`config.mk`:
```
export PLATFORM = sky130hd
export DESIGN_NAME = str_hash_unit
export DESIGN_NICKNAME = d
export VERILOG_FILES = /design/src/rtl/hsh_pkg.sv /design/src/rtl/hsh_ctrl.sv /design/src/rtl/hsh_core.sv /design/src/rtl/hsh_table.sv /design/src/rtl/str_hash_unit.sv
export SDC_FILE = /design/constraint.sdc
export NUM_CORES = 1
export LEC_CHECK = 0
export ABC_CLOCK_PERIOD_IN_PS = 3500
export CELL_PAD_IN_SITES_DETAIL_PLACEMENT = 1
export CELL_PAD_IN_SITES_GLOBAL_PLACEMENT = 1
export CORE_MARGIN = 1
export CORE_UTILIZATION = 53
export DETAILED_ROUTE_END_ITERATION = 7
export DONT_BUFFER_PORTS = 1
export PLACE_DENSITY = 0.8
export SLEW_MARGIN = 20
export SYNTH_ARGS = -nofsm -noshare
export SYNTH_HDL_FRONTEND = slang
export SYNTH_SLANG_ARGS = --single-unit
```
`constraint.sdc`:
```
create_clock -name clk -period 3.5 [get_ports clk]
set_input_delay 0.7 -clock clk [delete_from_list [all_inputs] [get_ports clk]]
set_output_delay 0.7 -clock clk [all_outputs]
set_load 0.02 [all_outputs]
```
`src/rtl/hsh_pkg.sv`:
```
package hsh_pkg;

    typedef enum logic [1:0] {
        ST_IDLE   = 2'd0,
        ST_MIX    = 2'd1,
        ST_RESULT = 2'd2,
        ST_STORE  = 2'd3
    } hsh_state_e;

endpackage

```
`src/rtl/hsh_ctrl.sv`:
```
module hsh_ctrl
    import hsh_pkg::*;
(
    input  logic       clk,
    input  logic       rst_n,
    input  logic       tbl_clr,
    input  logic       word_clr,
    input  logic       pair_stb,
    input  logic       word_end,
    input  logic       load_en,
    output hsh_state_e state,
    output logic       do_wipe,
    output logic       do_hclr,
    output logic       do_cap,
    output logic       do_mix,
    output logic       do_rd,
    output logic       do_wr
);

    hsh_state_e state_nx;
    logic       idle;
    logic       fin;

    always_ff @(posedge clk or negedge rst_n) begin
        if (!rst_n) state <= ST_IDLE;
        else        state <= state_nx;
    end

    always_comb begin
        idle    = (state == ST_IDLE);
        do_wipe = idle && tbl_clr;
        do_hclr = idle && !tbl_clr && word_clr;
        do_cap  = idle && !tbl_clr && !word_clr && pair_stb;
        fin     = idle && !tbl_clr && !word_clr && !pair_stb && word_end;
        do_rd   = fin && !load_en;
        do_wr   = fin && load_en;
        do_mix  = (state == ST_MIX);
    end

    always_comb begin
        state_nx = state;
        unique case (state)
            ST_IDLE: begin
                if (do_cap)     state_nx = ST_MIX;
                else if (do_rd) state_nx = ST_RESULT;
                else if (do_wr) state_nx = ST_STORE;
                else            state_nx = ST_IDLE;
            end
            ST_MIX:    state_nx = ST_IDLE;
            ST_RESULT: state_nx = ST_IDLE;
            ST_STORE:  state_nx = ST_IDLE;
        endcase
    end

    // the hash step occupies a single cycle
    a_r3_mix_one_cycle: assert property (@(posedge clk) disable iff (!rst_n)
        (state == ST_MIX) |=> (state == ST_IDLE));

    // nothing is accepted outside IDLE
    a_r9_busy_ignores: assert property (@(posedge clk) disable iff (!rst_n)
        (state != ST_IDLE) |-> !(do_wipe || do_hclr || do_cap || do_rd || do_wr));

endmodule

```
`src/rtl/hsh_core.sv`:
```
module hsh_core #(
    parameter int HASH_W = 22,
    parameter int PAIR_W = 16,
    parameter int ROT    = 7
) (
    input  logic              clk,
    input  logic              rst_n,
    input  logic              cap,
    input  logic              mix,
    input  logic              hclr,
    input  logic [PAIR_W-1:0] pair_in,
    input  logic [PAIR_W-1:0] const_in,
    output logic [HASH_W-1:0] hash
);

    localparam int SHIFT = HASH_W - PAIR_W;

    logic [PAIR_W-1:0] pair_q;
    logic [HASH_W-1:0] merged;
    logic [HASH_W-1:0] rotated;

    always_comb begin
        merged  = hash ^ {pair_q ^ const_in, {SHIFT{1'b0}}};
        rotated = {merged[ROT-1:0], merged[HASH_W-1:ROT]};
    end

    always_ff @(posedge clk or negedge rst_n) begin
        if (!rst_n) begin
            pair_q <= '0;
            hash   <= '0;
        end else begin
            if (cap)       pair_q <= pair_in;
            if (hclr)      hash   <= '0;
            else if (mix)  hash   <= rotated;
        end
    end

    // hash holds unless a step or a clear happens
    a_r10_hash_frozen: assert property (@(posedge clk) disable iff (!rst_n)
        (!mix && !hclr) |=> $stable(hash));

    // a word clear leaves a zero hash
    a_r2_clear_zero: assert property (@(posedge clk) disable iff (!rst_n)
        hclr |=> (hash == '0));

endmodule

```
`src/rtl/hsh_table.sv`:
```
module hsh_table #(
    parameter int TBL_AW = 8
) (
    input  logic              clk,
    input  logic              rst_n,
    input  logic              wipe,
    input  logic              rd,
    input  logic              wr,
    input  logic [TBL_AW-1:0] idx,
    output logic              hit
);

    localparam int DEPTH = 1 << TBL_AW;

    logic [DEPTH-1:0] vbits;

    always_ff @(posedge clk or negedge rst_n) begin
        if (!rst_n) begin
            vbits <= '0;
            hit   <= 1'b0;
        end else begin
            if (wipe)    vbits      <= '0;
            else if (wr) vbits[idx] <= 1'b1;
            if (rd)      hit        <= vbits[idx];
        end
    end

    // a wipe empties the whole table
    a_r8_wipe_all: assert property (@(posedge clk) disable iff (!rst_n)
        wipe |=> (vbits == '0));

    // a load sets the addressed bit
    a_r7_store_sets: assert property (@(posedge clk) disable iff (!rst_n)
        (wr && !wipe) |=> vbits[$past(idx)]);

endmodule

```
`src/rtl/str_hash_unit.sv`:
```
module str_hash_unit
    import hsh_pkg::*;
#(
    parameter int HASH_W = 22,
    parameter int PAIR_W = 16,
    parameter int ROT    = 7,
    parameter int ADDR_W = 18,
    parameter int TBL_AW = 8
) (
    input  logic              clk,
    input  logic              rst_n,
    input  logic              tbl_clr,
    input  logic              word_clr,
    input  logic              pair_stb,
    input  logic [PAIR_W-1:0] pair_data,
    input  logic [PAIR_W-1:0] hash_const,
    input  logic              word_end,
    input  logic              load_en,
    output logic              ready,
    output logic [ADDR_W-1:0] addr,
    output logic              hit_valid,
    output logic              hit
);

    localparam int ADDR_LSB = HASH_W - ADDR_W;

    hsh_state_e        state;
    logic              do_wipe, do_hclr, do_cap, do_mix, do_rd, do_wr;
    logic [HASH_W-1:0] hash;

    hsh_ctrl u_ctrl (
        .clk      (clk),
        .rst_n    (rst_n),
        .tbl_clr  (tbl_clr),
        .word_clr (word_clr),
        .pair_stb (pair_stb),
        .word_end (word_end),
        .load_en  (load_en),
        .state    (state),
        .do_wipe  (do_wipe),
        .do_hclr  (do_hclr),
        .do_cap   (do_cap),
        .do_mix   (do_mix),
        .do_rd    (do_rd),
        .do_wr    (do_wr)
    );

    hsh_core #(
        .HASH_W (HASH_W),
        .PAIR_W (PAIR_W),
        .ROT    (ROT)
    ) u_core (
        .clk      (clk),
        .rst_n    (rst_n),
        .cap      (do_cap),
        .mix      (do_mix),
        .hclr     (do_hclr),
        .pair_in  (pair_data),
        .const_in (hash_const),
        .hash     (hash)
    );

    hsh_table #(
        .TBL_AW (TBL_AW)
    ) u_tbl (
        .clk   (clk),
        .rst_n (rst_n),
        .wipe  (do_wipe),
        .rd    (do_rd),
        .wr    (do_wr),
        .idx   (addr[TBL_AW-1:0]),
        .hit   (hit)
    );

    always_comb begin
        ready     = (state == ST_IDLE);
        hit_valid = (state == ST_RESULT);
        addr      = hash[HASH_W-1:ADDR_LSB];
    end

    // the answer is a single-cycle pulse
    a_r6_pulse_once: assert property (@(posedge clk) disable iff (!rst_n)
        hit_valid |=> !hit_valid);

    // a plain lookup strobe is answered on the next cycle
    a_r6_answer_next: assert property (@(posedge clk) disable iff (!rst_n)
        (ready && word_end && !load_en && !tbl_clr && !word_clr && !pair_stb)
        |=> (hit_valid && !ready));

    // a load finish gives no answer pulse
    a_r7_load_silent: assert property (@(posedge clk) disable iff (!rst_n)
        (ready && word_end && load_en && !tbl_clr && !word_clr && !pair_stb)
        |=> (!hit_valid && !ready));

    // an accepted pair makes the unit busy for one cycle
    a_r3_busy_after_pair: assert property (@(posedge clk) disable iff (!rst_n)
        (ready && pair_stb && !tbl_clr && !word_clr) |=> (!ready && !hit_valid));

    // a lookup does not move the address
    a_r10_addr_held: assert property (@(posedge clk) disable iff (!rst_n)
        hit_valid |-> $stable(addr));

endmodule

```
==> impl_summary.txt <==
----------------------------------------------------
[Placed design]
  Last weighted congestion value of the routability-driven placer ... 0.829
  DP Area ... 13700 um2
  Cell count after placement ... 1500
  Number of port buffers ... 0
  Total half-perimeter wirelength after legalization and detailed placement ... 24500 um

[Layout]
  Layout Area Growth over Synthesis ... 9.75%
  Final net count ... roughly 1200
  Most frequent cells in the layout ... dfrtp_1 (294), nor2_1 (286), a21oi_1 (261)
  Antenna diode instance count ... 0
  Non-filler cells, final ... 1555
  Fraction of layout cells with a size suffix above 1 ... 15.8%
  Leading cell type in the layout, fill and taps excluded ... dfrtp_1
  Design Area, Final ... 14700 um2

[Clock network]
  H-tree lvl count ... 1
  Source-to-sink clock delay at the later pin of the worst-skew pair ... around 580 ps
  Clock tree from TritonCTS ... done
  Cts bufs inserted ... 31
  Clk root buf ... clkbuf_16
  Resized cells post-CTS ... 0
  TritonCTS sink count ... 297
  Clock transition at path regs ... 60 ps
  Number of buffers inserted to repair setup after CTS ... 0
  Buffer levels on the longest clock path ... 3

[Timing]
  Worst slew margin relative to its limit ... 35.2%
  Worst slack on hold paths ... -160 ps
  Final clock period utilization by the worst path ... 85.8%
  Worst-margin pin slew ... ~1000 ps
  Worst-case clock skew ... around 21 ps
  Setup TNS ... 0 ps
  Minimum clock period after layout ... 3000 ps
  # setup viols final ... 0
  Final count of hold timing violations ... 293
  Fmax achieved ... between 300 and 400 MHz
  Final Slew Violations ... 0
  Unrepaired setup endpoints after global routing ... false

[Synth]
  Syn Inst Count ... roughly 1200
  Number of warnings printed during yosys synthesis ... 0
  Cells taking the most area after synthesis ... dfrtp_1 (55%), a21oi_1 (9.7%), mux4_2 (8.6%), nor2_1 (8.0%), xnor2_1 (2.1%)
  Dominant cell type by area after synthesis ... dfrtp_1
  Sequential share of the synthesized area ... 55.4%
  Number of distinct library cell variants in the gate-level netlist after synthesis ... 41
  Synth top area share ... 55.4%
  Net count after synthesis ... 1267
  Synth Area per Inst ... between 10 and 15 um2
  Syn Std Cell Area ... 13400 um2
  Flip-flop and latch count after synthesis ... 297

[Power and ir drop]
  Total chip power ... 8.25 mW
  Leakage power ... 6.61 nW
  Peak supply drop ... 0.418 mV
  Total power density per cell area ... ~560 nW/um2

[Critical path]
  Largest fanout on the critical path ... 14
  Kind of start point of the critical path ... flop
  Worst-case register-to-register setup slack ... 500 ps
  Startpoint-to-endpoint class of the critical path ... reg2reg
  Worst reg-to-reg path cell count ... 7
  Worst endpoint data arrival time ... 3500 ps
  Launch point of the worst reg-to-reg path ... u_core.hash[6]
  Endpoint of the worst-slack reg-to-reg timing path ... u_tbl.vbits[22]
  Launch point of the critical path ... u_core.hash[6]
  CP Capture Type ... flop
  Endpoint required time on the critical path ... 4000 ps

[Floorplan]
  Die span in y ... 161 um
  Horiz. Die Dim ... 161 um
  Overall die area ... 25900 um2
  Initial standard-cell utilization of the core ... 54.6%
  Core ar. ... 24500 um2
  # IOs ... 60
  Site row count ... 57

[Global route]
  Initial antenna violation count ... 0
  Number of global-route vias before repair ... approximately 11000
  Aggregate global routing overflow ... 0
  Total routing usage reported by global routing ... 31.8%
  Largest net degree at the start of global routing ... 298
  First-pass GRT wire length ... 63300 um

[Routing]
  Initial DRT Pass Iterations ... 5
  Number of violations reported at the end of detailed-routing iteration 0 ... 981
  Total wire length ... 39700 um
  Average routed wire per standard cell ... 25.6 um
  Residual DRC count ... 0
  Vias/cell ... 6.35
  Remaining number of nets flagged by the antenna check after routing ... 0
  Total number of vias ... 9875

[Run status]
  Outcome ... complete, but fails checks
  Violated checks ... hold timing

[Min path]
  Min-delay worst type ... in2async

[Flow run]
  Max capacitance violation total ... 0

----------------------------------------------------
per-layer routing:
layer / routed length (um) / GRT usage [%] / share of wire [%] / vias to the layer above
met2: 19400 / 51.4 / 49 / 356
met1: 16200 / 42.7 / 41 / 5196
met3: 2850 / 6.83 / 7.2 / 93
met5: 0 / 0 / 0 / -
li1: - / - / - / 4230
met4: 1300 / 11.6 / 3.3 / 0
logic make-up (layout without fill, tap and decap cells):
logic type / after synthesis / count (layout) / share of synthesized area [%]
AND/OR/NAND/NOR: 364 / 364 / 11.2
AO/OA/AOI/OAI: 316 / 316 / 13.0
flip-flops: 297 / 297 / 55.4
buffers and inverters: 119 / 122 / 4.98
multiplexers: 100 / 100 / 13.2
XOR/XNOR: 32 / 32 / 2.09
Yosys cell counts, drive strengths merged:
master   number
nand3         7
o311ai        1
nor2b         6
buf          62
a22o         22
a22oi         8
o21ai         3
dfrtp       297
and2          5
a2111o        1
xnor2        32
mux2         16
a2111oi       1
mux2i        26
or2           1
and3b         1
nor3         15
o22ai         8
nand2        24
a311oi        1
a311o         1
o2111ai       4
mux4         58
inv           4
a211oi        4
o21bai        1
clkbuf       53
nor4          8
and2b         1
a21oi       261
nor2        288
nand2b        8
worst max-delay path by stage:
| stage | end |
|---|---|
| 4_1_cts | u_tbl.hit |
| 3_5_place_dp | u_tbl.vbits[22] |
| 2_1_floorplan | u_tbl.hit |
| 3_3_place_gp | u_tbl.vbits[22] |
| 5_1_grt | u_tbl.hit |
| 6_report | u_tbl.vbits[22] |
sequential cells by signal, summed over array words and instances, names as in the netlist:
name           count
u_core.pair_q     16
u_core.hash       22
u_tbl.vbits      256
u_tbl.hit          1
u_ctrl.state       2
area by class of cell:
type,count,area [um2]
repair buffers,63,536
clock inverters,8,51.3
well taps,324,405
multi-input cells,812,5320
fillers,2562,9820
inverters,4,15.0
clock buffers,47,946
flip-flops and latches,297,7440
critical path, stage by stage, from the launching register on:
cell and delay [ps]:
dfrtp_1 690, inv_1 500, nor2_1 390, nand2_1 190, nor2_1 630, buf_4 310, a21oi_1 90, nor2_1 120
where the power goes:
part           internal (mW)  switching, mW
logic                  0.496          0.703
clock network           1.85           1.38
registers               3.54          0.284
total                   5.88           2.37
metrics by stage:
| step | setup slack, ps | util, % |
|---|---|---|
| floorplan | 1260 | - |
| global placement | 586 | 55.9 |
| detailed placement | 478 | 55.9 |
| CTS | 481 | 60.0 |
| global route | 357 | 60.0 |
| finish | 495 | 60.0 |
(Power assumes the default switching activity.)
